`config.mk`:
```
export PLATFORM = sky130hd
export DESIGN_NAME = muldiv_unit
export DESIGN_NICKNAME = d
export VERILOG_FILES = /design/src/rtl/muldiv_pkg.sv /design/src/rtl/muldiv_mult.sv /design/src/rtl/muldiv_divider.sv /design/src/rtl/muldiv_unit.sv
export SDC_FILE = /design/constraint.sdc
export NUM_CORES = 2
export LEC_CHECK = 0
export BUFFER_PORTS_ARGS = -buffer_cell sky130_fd_sc_hd__buf_2
export CORE_ASPECT_RATIO = 0.75
export CORE_UTILIZATION = 42
export DETAILED_ROUTE_END_ITERATION = 16
export GPL_ROUTABILITY_DRIVEN = 0
export GPL_TIMING_DRIVEN = 1
export PLACE_DENSITY = 0.62
export SETUP_SLACK_MARGIN = 0.05
export SKIP_LAST_GASP = 1
export SYNTH_ARGS = -nofsm -noshare
export SYNTH_HDL_FRONTEND = slang
export SYNTH_HIERARCHICAL = 1
export SYNTH_SLANG_ARGS = --single-unit
```
`constraint.sdc`:
```
create_clock -name clk -period 13.6 [get_ports clk]
set_input_delay 1.36 -clock clk [delete_from_list [all_inputs] [get_ports clk]]
set_output_delay 1.36 -clock clk [all_outputs]
set_load 0.01 [all_outputs]
```
`src/rtl/muldiv_pkg.sv`:
```
package muldiv_pkg;

    localparam int BYTE_W  = 8;
    localparam int HALF_W  = 16;
    localparam int WORD_W  = 2 * HALF_W;
    localparam int LANES   = WORD_W / BYTE_W;
    localparam int LANE_W  = $clog2(LANES);
    localparam int ADDR_W  = LANE_W + 2;
    localparam int CTRL_W  = BYTE_W;

    // Register groups selected by the upper address bits
    typedef enum logic [1:0] {
        GRP_A    = 2'd0,
        GRP_B    = 2'd1,
        GRP_C    = 2'd2,
        GRP_CTRL = 2'd3
    } reg_grp_e;

    // Multiply configuration taken from the control byte
    typedef struct packed {
        logic valid;
        logic sign_ext;
        logic accumulate;
    } mul_cfg_t;

    function automatic mul_cfg_t decode_ctrl(input logic [CTRL_W-1:0] c);
        mul_cfg_t cfg;
        cfg = '0;
        case ({c[7], c[6], c[3]})
            3'b000: cfg = '{valid: 1'b1, sign_ext: 1'b0, accumulate: 1'b0};
            3'b001: cfg = '{valid: 1'b1, sign_ext: 1'b1, accumulate: 1'b0};
            3'b010: cfg = '{valid: 1'b1, sign_ext: 1'b0, accumulate: 1'b1};
            3'b011: cfg = '{valid: 1'b1, sign_ext: 1'b1, accumulate: 1'b1};
            default: cfg = '0;
        endcase
        return cfg;
    endfunction

    function automatic logic is_div_start(input logic [CTRL_W-1:0] c);
        return c[7] & c[0];
    endfunction

endpackage

```
`src/rtl/muldiv_mult.sv`:
```
module muldiv_mult
    import muldiv_pkg::*;
#(
    parameter int H_W = HALF_W
) (
    input  logic [H_W-1:0]   op_lo,
    input  logic [H_W-1:0]   op_hi,
    input  logic             sign_ext,
    input  logic             accumulate,
    input  logic [2*H_W-1:0] acc_in,
    output logic [2*H_W-1:0] product,
    output logic [2*H_W-1:0] acc_out
);
    localparam int P_W = 2 * H_W;

    logic [P_W-1:0] ext_lo;
    logic [P_W-1:0] ext_hi;

    // Extension to the full product width: the low P_W bits of the
    // product are then correct for both signed and unsigned operands.
    always_comb begin
        ext_lo  = {{H_W{sign_ext & op_lo[H_W-1]}}, op_lo};
        ext_hi  = {{H_W{sign_ext & op_hi[H_W-1]}}, op_hi};
        product = ext_lo * ext_hi;
        acc_out = accumulate ? (acc_in + product) : acc_in;
    end

endmodule

```
`src/rtl/muldiv_divider.sv`:
```
module muldiv_divider #(
    parameter int W      = 32,
    parameter int CYCLES = 16
) (
    input  logic         clk,
    input  logic         rst,
    input  logic         start,
    input  logic [W-1:0] dividend,
    input  logic [W-1:0] divisor,
    output logic         busy,
    output logic         done,
    output logic [W-1:0] quotient,
    output logic [W-1:0] remainder
);
    localparam int STEPS = W / CYCLES;
    localparam int CNT_W = $clog2(CYCLES + 1);

    logic [W-1:0]     quo_q;
    logic [W-1:0]     rem_q;
    logic [W-1:0]     dvs_q;
    logic             zero_q;
    logic             busy_q;
    logic [CNT_W-1:0] cnt_q;

    logic [W-1:0]     quo_n;
    logic [W-1:0]     rem_n;

    // STEPS restoring-division steps per cycle
    always_comb begin
        logic [W:0]   r;
        logic [W-1:0] q;
        r = {1'b0, rem_q};
        q = quo_q;
        for (int i = 0; i < STEPS; i++) begin
            r = {r[W-1:0], q[W-1]};
            q = {q[W-2:0], 1'b0};
            if (r >= {1'b0, dvs_q}) begin
                r    = r - {1'b0, dvs_q};
                q[0] = 1'b1;
            end
        end
        quo_n = q;
        rem_n = r[W-1:0];
    end

    assign done = busy_q && (cnt_q == CNT_W'(CYCLES));
    assign busy = busy_q;
    assign quotient  = zero_q ? '1 : quo_q;
    assign remainder = zero_q ? '1 : rem_q;

    always_ff @(posedge clk) begin
        if (rst) begin
            quo_q  <= '0;
            rem_q  <= '0;
            dvs_q  <= '0;
            zero_q <= 1'b0;
            busy_q <= 1'b0;
            cnt_q  <= '0;
        end else if (start && !busy_q) begin
            quo_q  <= dividend;
            rem_q  <= '0;
            dvs_q  <= divisor;
            zero_q <= (divisor == '0);
            busy_q <= 1'b1;
            cnt_q  <= '0;
        end else if (busy_q) begin
            if (done) begin
                busy_q <= 1'b0;
            end else begin
                quo_q <= quo_n;
                rem_q <= rem_n;
                cnt_q <= cnt_q + 1'b1;
            end
        end
    end

endmodule

```
`src/rtl/muldiv_unit.sv`:
```
module muldiv_unit
    import muldiv_pkg::*;
#(
    parameter int DIV_CYCLES = 16
) (
    input  logic              clk,
    input  logic              rst,
    input  logic              bus_wr,
    input  logic [ADDR_W-1:0] bus_addr,
    input  logic [BYTE_W-1:0] bus_wdata,
    output logic [BYTE_W-1:0] bus_rdata
);
    logic [WORD_W-1:0] a_q, b_q, c_q;
    logic [WORD_W-1:0] a_bus, b_bus, c_bus;
    logic [WORD_W-1:0] prod, c_mac, quotient, remainder;
    logic [CTRL_W-1:1] ctrl_q;
    logic [LANES-1:0]  lane_mask_q, lane_sel, lane_hit, mask_next;
    logic              div_busy, div_done, div_start;
    logic              wr_ok, wr_a, wr_b, wr_c, wr_ctrl, a_full;
    logic              mul_fire, mul_acc;
    mul_cfg_t          mul_cfg;
    reg_grp_e          grp;
    logic [LANE_W-1:0] lane;

    assign grp  = reg_grp_e'(bus_addr[ADDR_W-1:LANE_W]);
    assign lane = bus_addr[LANE_W-1:0];

    // Bus writes are dropped whenever a divide owns the registers
    assign wr_ok   = bus_wr && !div_busy;
    assign wr_a    = wr_ok && (grp == GRP_A);
    assign wr_b    = wr_ok && (grp == GRP_B);
    assign wr_c    = wr_ok && (grp == GRP_C);
    assign wr_ctrl = wr_ok && (grp == GRP_CTRL) && (lane == '0);

    for (genvar k = 0; k < LANES; k++) begin : g_lane
        assign lane_sel[k] = (lane == LANE_W'(k));
        assign a_bus[k*BYTE_W +: BYTE_W] = (wr_a && lane_sel[k]) ? bus_wdata : a_q[k*BYTE_W +: BYTE_W];
        assign b_bus[k*BYTE_W +: BYTE_W] = (wr_b && lane_sel[k]) ? bus_wdata : b_q[k*BYTE_W +: BYTE_W];
        assign c_bus[k*BYTE_W +: BYTE_W] = (wr_c && lane_sel[k]) ? bus_wdata : c_q[k*BYTE_W +: BYTE_W];
    end

    assign lane_hit  = wr_a ? lane_sel : '0;
    assign mask_next = lane_mask_q | lane_hit;
    assign a_full    = wr_a && (&mask_next);
    assign mul_cfg   = decode_ctrl({ctrl_q, 1'b0});
    assign mul_fire  = a_full && mul_cfg.valid;
    assign mul_acc   = mul_cfg.accumulate;
    assign div_start = wr_ctrl && is_div_start(bus_wdata);

    muldiv_mult #(.H_W(HALF_W)) i_mult (
        .op_lo      (a_bus[HALF_W-1:0]),
        .op_hi      (a_bus[WORD_W-1:HALF_W]),
        .sign_ext   (mul_cfg.sign_ext),
        .accumulate (mul_cfg.accumulate),
        .acc_in     (c_q),
        .product    (prod),
        .acc_out    (c_mac)
    );

    muldiv_divider #(.W(WORD_W), .CYCLES(DIV_CYCLES)) i_div (
        .clk       (clk),
        .rst       (rst),
        .start     (div_start),
        .dividend  (a_q),
        .divisor   (b_q),
        .busy      (div_busy),
        .done      (div_done),
        .quotient  (quotient),
        .remainder (remainder)
    );

    always_ff @(posedge clk) begin
        if (rst) begin
            a_q         <= '0;
            b_q         <= '0;
            c_q         <= '0;
            ctrl_q      <= '0;
            lane_mask_q <= '0;
        end else begin
            a_q <= div_done ? quotient : a_bus;
            b_q <= mul_fire ? prod : b_bus;
            if (div_done) begin
                c_q <= remainder;
            end else if (mul_fire) begin
                c_q <= c_mac;
            end else begin
                c_q <= c_bus;
            end
            if (wr_a) begin
                lane_mask_q <= a_full ? '0 : mask_next;
            end
            if (wr_ctrl) begin
                ctrl_q <= bus_wdata[CTRL_W-1:1];
            end
        end
    end

    always_comb begin
        bus_rdata = '0;
        case (grp)
            GRP_A:    bus_rdata = a_q[{lane, 3'b000} +: BYTE_W];
            GRP_B:    bus_rdata = b_q[{lane, 3'b000} +: BYTE_W];
            GRP_C:    bus_rdata = c_q[{lane, 3'b000} +: BYTE_W];
            GRP_CTRL: bus_rdata = (lane == '0) ? {ctrl_q, div_busy} : '0;
            default:  bus_rdata = '0;
        endcase
    end

endmodule

```
* Yosys cells after proc, flatten, opt, wreduce, memory -nomap -nowiden
Cells that the tools add are included.
Storage, ports and cells: bits in registers 210, output and inout port bits 8
Operators by class: $add $sub $neg 4, multipliers 1, order comparisons 2, equal/unequal tests 12, shift-type cells 3, mux-type cells 34, bitwise logic cells 5, reduce and logical (&&, ||, !) cells 45
Operators by type and width (number):
- 32-bit two-way mux | 12
- 8-bit two-way mux | 13
- 32-bit by 6-bit variable part select with 8-bit output | 3
- 33-bit by 32-bit greater-or-equal comparator with 1-bit output | 2
- 32-bit subtractor | 2
- 32-bit adder | 1
- 32-bit zero test | 1
- 17-bit by 17-bit multiplier with 32-bit output | 1
- 8-bit one-hot mux with 4 select lines | 1
- 1-bit logical AND | 23
- 3-bit one-hot mux with 4 select lines | 1
- 2-bit AND reduction | 6
- 3-bit nonzero test | 4
- 2-bit nonzero test | 5
- 2-bit equality test, second input constant | 4
- 4-bit two-way mux | 2
- 3-bit by 2-bit equality test with 1-bit output, second input constant | 2
- 5-bit by 1-bit adder with 5-bit output, second input constant | 1
- 5-bit equality test, second input constant | 1
- 1-bit two-way mux | 5
- 2-bit by 1-bit equality test with 1-bit output, second input constant | 2
- 2-bit zero test | 2
- 4-bit OR | 1
- 4-bit AND reduction | 1
- 8 further kinds | 10

* Logic depth before layout (Yosys ltp)
depth after elaboration 11, mapped depth 42, depth with buffers taken out 41

* Hierarchy
Netlist, hierarchy kept.
Modules (own cells, without submodules):
- muldiv_mult | times used 1, cells each 1398, area each 12284.3 µm², sequential area each 0.0 µm²
- muldiv_divider | times used 1, cells each 1135, area each 8294.2 µm², sequential area each 2062.0 µm²
- muldiv_unit | times used 1, cells each 694, area each 6247.2 µm², sequential area each 2142.1 µm²

* Worst setup path after synthesis
OpenSTA, ideal clock, no wires.
kind input-to-reg, from input bus_addr[2], to register c_q[31], library setup time 0.083 ns, arrival 9.851 ns, path slack 3.667 ns, stages 42, buffers on the path 2, cell sequence inv_1 ha_1 nand3b_2 nor2_1 mux2_2 clkbuf_1 clkbuf_1 nand2_1 fa_1 inv_1 fa_1 inv_1 fa_1 inv_1 fa_1 fa_1 inv_1 fa_1 (+6 left out) a31oi_1 o31ai_1 a21oi_1 nand3b_1 nand2_1 xor2_1 ha_1 a21oi_1 o21ai_1 a21o_1 nor3_1 o21ai_2 a41o_1 or2_1 mux2i_1 xor2_1 nand3_1 o221ai_1
RTL lines:
- start: declaration | RTL line muldiv_unit.sv:9 | input logic [ADDR_W-1:0] bus_addr,
- 2-bit zero test | RTL line muldiv_unit.sv:30 | assign wr_a = wr_ok && (grp == GRP_A);
- 1-bit logical AND | RTL line muldiv_unit.sv:30
- 1-bit logical AND | RTL line muldiv_unit.sv:37 | assign a_bus[k*BYTE_W +: BYTE_W] = (wr_a && lane_sel[k]) ? bus_wdata : a_q[k*BYTE_W +: BYTE_W];
- 8-bit two-way mux | RTL line muldiv_unit.sv:37
- named net a_bus[24] | RTL line muldiv_unit.sv:14 | logic [WORD_W-1:0] a_bus, b_bus, c_bus;
- 17-bit by 17-bit multiplier with 32-bit output | RTL line muldiv_mult.sv:24 | product = ext_lo * ext_hi;
- named net prod[26] | RTL line muldiv_unit.sv:15 | logic [WORD_W-1:0] prod, c_mac, quotient, remainder;
- 32-bit adder | RTL line muldiv_mult.sv:25 | acc_out = accumulate ? (acc_in + product) : acc_in;
- 32-bit two-way mux | RTL line muldiv_mult.sv:25
- named net c_mac[31] | RTL line muldiv_unit.sv:15
- 32-bit two-way mux | RTL line muldiv_unit.sv:84 | end else if (mul_fire) begin
- 32-bit two-way mux | RTL line muldiv_unit.sv:82 | if (div_done) begin
- end signal: assignment | RTL line muldiv_unit.sv:83 | c_q <= remainder;
- end signal: assignment | RTL line muldiv_unit.sv:85 | c_q <= c_mac;
- end signal: assignment | RTL line muldiv_unit.sv:87 | c_q <= c_bus;
- end: declaration | RTL line muldiv_unit.sv:13 | logic [WORD_W-1:0] a_q, b_q, c_q;
The timed path passes the listed nets, and every way through them passes these cells. The select of a mux whose other input is x is not followed. A chain may end at the register's enable or synchronous reset.

* Worst setup path after layout
from input bus_addr[0], to register c_q[27]
On the way: longest elaborated chain between the ends 9
RTL lines:
- 2-bit equality test * | RTL line muldiv_unit.sv:36 | assign lane_sel[k] = (lane == LANE_W'(k));
- 1-bit logical AND * | RTL line muldiv_unit.sv:37
- 8-bit two-way mux * | RTL line muldiv_unit.sv:37
- named net a_bus[31] | RTL line muldiv_unit.sv:14
- 1-bit bitwise AND | RTL line muldiv_mult.sv:23 | ext_hi = {{H_W{sign_ext & op_hi[H_W-1]}}, op_hi};
- 17-bit by 17-bit multiplier with 32-bit output * | RTL line muldiv_mult.sv:24
- named net prod[19] | RTL line muldiv_unit.sv:15
- 32-bit adder * | RTL line muldiv_mult.sv:25
- 32-bit two-way mux * | RTL line muldiv_mult.sv:25
- named net c_mac[27] | RTL line muldiv_unit.sv:15
- 32-bit two-way mux * | RTL line muldiv_unit.sv:84
- 32-bit two-way mux * | RTL line muldiv_unit.sv:82
The timed path passes the listed nets; every way through them passes the cells marked *. The select of a mux whose other input is x is not followed.

==> run summary <==
status = finished, final reports clean
Sequential Power Share = 0.350
clk root buf = clkbuf_16
CP Capture Type = flip-flop
number of synthesized flops with an enable pin = 0
Int Power = 1.19 mW
Synth top area share = 0.213
final hold violation count = 0
GR Overflow Total = 0
Core Region = 62600 um2
largest net degree at the start of global routing = 96
simple-gate area share of the yosys netlist = 0.187
Lkg Pwr = 12.7 nW
Port Buf Inserts = 22
met2 usage = 0.346
Layout fillers = 6245
clock tree buffer depth = 3
CTS sink cnt = 210
multi-input logic area = 20500 um2
Comb pwr share = 0.274
adder-cell share of the synthesized area = 0.299
crit-path max cell delay = 0.72 ns
CTS buffer count = 24
Hold WS = 0.456 ns
initial antenna violation count = 1
total nets after synthesis = 3711
Remaining DRCs = 0
Clock Skews = 0.0202 ns
complex-gate fraction of the synthesized area = 0.173
TNS Setup = 0 ns
Startpoint Class = input port
cts hold-fix bufs = 0
slew margin rel. = 0.234
Finished Core Util = 0.450
Tcrit/Tclk final = 0.843
clock latency on the worst-skew pair = 0.55 ns
Avg Cell Area, Syn = 8.31 um2
f_max = 0.0872 GHz
TritonCTS clock tree = built
routed wire length = 81400 um
# nets final = 3584
xor-xnor portion of the synthesized cell area = 0.0379
DRT iter0 DRCs = 2469
synthesized area = 26800 um2
Placed Area = 27400 um2
GRT Overall Usage = 0.248
required time worst endpoint = 14.05 ns
met3 Use GR = 0.0415
Worst Slack Setup Final = 2.13 ns
drt wl/cell = 20.5 um
unique cell type count in the Yosys netlist = 87
Sw Pwr = 0.603 mW
crit-path leading delay family = adder cells
vias = 22929
most numerous cell in the Yosys netlist = nand2_1
post-synthesis register bit count = 210
worst slew pin tran = 1.15 ns
Hold Crit Class = flip-flop to flip-flop
Max Slew Vio Count = 0
ANT cells = 0
die width = 294 um
Post-synth top cells = nand2_1 (381), inv_1 (363), fa_1 (285)
Post-CTS Setup Repair Bufs = 0
largest family of logic cells by synthesized area = adder cells
sequential share of the synthesized area = 0.157
Synth Flop Type = dfxtp_1
Peak VDD IR = 0.0659 mV
Post-Layout Cell Count = 3965
worst-path fanout max = 29
H-tree levels = 1
Mapped Cells = 3227
drt pass-1 iters = 6
I/O pins = 23
Routed Antenna Nets = 0
Sw Ratio = 0.335
pwr dens = 63.8 nW/um2
post-synthesis mux area share = 0.0662
layout cell share with drive strength beyond 1 = 0.0864
most used routing layer = met1
vias in the first global route = 21208
Initial Utilization = 0.429
post-layout instance area = 28200 um2
first-pass GRT wire length = 127000 um
post-synth top area cell = fa_1
CP most frequent cell = fa_1
worst path bufs/invs = 2
Final Setup Violations = 0
min Tclk post-route = 11.47 ns
Tot Pwr = 1.80 mW
met1 GRT Util = 0.401
Inst Count DP = 3924
total of max-cap violations = 0
FF+latch area = 4210 um2
num rows = 79
crit path max-delay cell type = nor2_1
CP arrival = 11.91 ns
Area growth, synth to finish = 5.04%
Die ar. = 64900 um2
post-DP HPWL = 61100 um
Die Ht = 221 um
worst setup path class = input port to flip-flop
RSZ-0062 raised after global routing = false
clk slew on worst S/H paths = 0.07 ns
pre-CTS WS = 1.85 ns
Synth area leaders = fa_1 (21%), dfxtp_1 (16%), ha_1 (8.6%)
Clk pwr share = 0.376
Post-synth ARST share = 0
CTS resizes = 0
Warnings, synthesis = 6
vias per std cell = 5.78
-- power by group through the flow --
stage	logic (mW)	registers (mW)	clock network, mW
floorplan	0.369	0.638	0
global placement	0.480	0.643	0
detailed placement	0.479	0.642	0
CTS	0.481	0.629	0.680
global route	0.528	0.629	0.707
finish	0.491	0.629	0.676
-- cells by family (layout without fill, tap and decap cells) --
logic type	count (synthesis)	in the layout
AOI/OAI and AO/OA	682	682
xor gates and xnor gates	116	116
adders and majority gates	469	469
buffers and inverters	559	447
DFF	210	210
muxes	161	161
and+or+nand+nor	1030	1030
-- final cells by class --
cell class / instances / area share
Clock inverter: 7 / 0.00275
Sequential cell: 210 / 0.149
Multi-Input combinational cell: 2458 / 0.727
Inverter: 366 / 0.0488
Tap cell: 850 / 0.0377
Timing Repair Buffer: 40 / 0.00893
Clock buffer: 34 / 0.0255
-- layer usage --
layer  vias up  routed length [um]
met5         -                  12
met4         2                 786
met3        66                7220
met2       932               33200
met1     11274               40100
li1      10655                   -
-- cell usage in the layout, fill, tap and decap left out, drive strengths merged, types with 8 or more instances in the layout --
cell type | Yosys | layout
xnor2 | 79 | 79
nand2b | 41 | 41
and2 | 145 | 145
o31ai | 16 | 16
nand3 | 64 | 64
ha | 184 | 184
a31oi | 8 | 8
a22oi | 49 | 49
buf | 35 | 40
or4 | 8 | 8
inv | 365 | 366
nor2 | 174 | 174
o21bai | 17 | 17
clkbuf | 158 | 34
nand2 | 381 | 381
nand4 | 23 | 23
o21a | 18 | 18
nor2b | 20 | 20
nor4 | 23 | 23
fa | 285 | 285
mux2 | 52 | 52
and3 | 17 | 17
o21ai | 109 | 109
a21oi | 219 | 219
a211oi | 48 | 48
o2111ai | 26 | 26
or3 | 12 | 12
a21o | 44 | 44
dfxtp | 210 | 210
a221oi | 23 | 23
o211ai | 13 | 13
nor3 | 34 | 34
o221ai | 21 | 21
mux2i | 101 | 101
xor2 | 37 | 37
a211o | 13 | 13
mux4 | 8 | 8
or2 | 78 | 78
a221o | 9 | 9
-- worst register-to-register path, delay by kind of cell (launching register included) --
kind | cells | cell delay, ns
mux | 1 | 0.61
xor+xnor | 1 | 0.17
flops | 1 | 0.48
buf+inv | 1 | 0.04
simple gates | 7 | 2.55
compound gates | 14 | 3.19
fa+ha+maj | 8 | 3.58
-- final timing paths --
path / from / to / slack, ns / cells after the start
worst max-delay path: bus_addr[0] / c_q[27] / 2.13 / 33
worst min-delay path: i_div/dvs_q[8] / i_div/dvs_q[8] / 0.46 / 2
worst max register to register: i_div/busy / c_q[27] / 2.87 / 32
worst min register to register: i_div/dvs_q[8] / i_div/dvs_q[8] / 0.46 / 2
-- flip-flops by register name (all words and copies together), names as in the netlist --
register,flops
i_div/rem_q,32
i_div/dvs_q,32
b_q,32
a_q,32
ctrl_q,7
lane_mask_q,4
i_div/cnt_q,5
i_div/busy,1
i_div/quo_q,32
i_div/zero_q,1
c_q,32
Note: power is estimated with default switching activity, not from simulation.
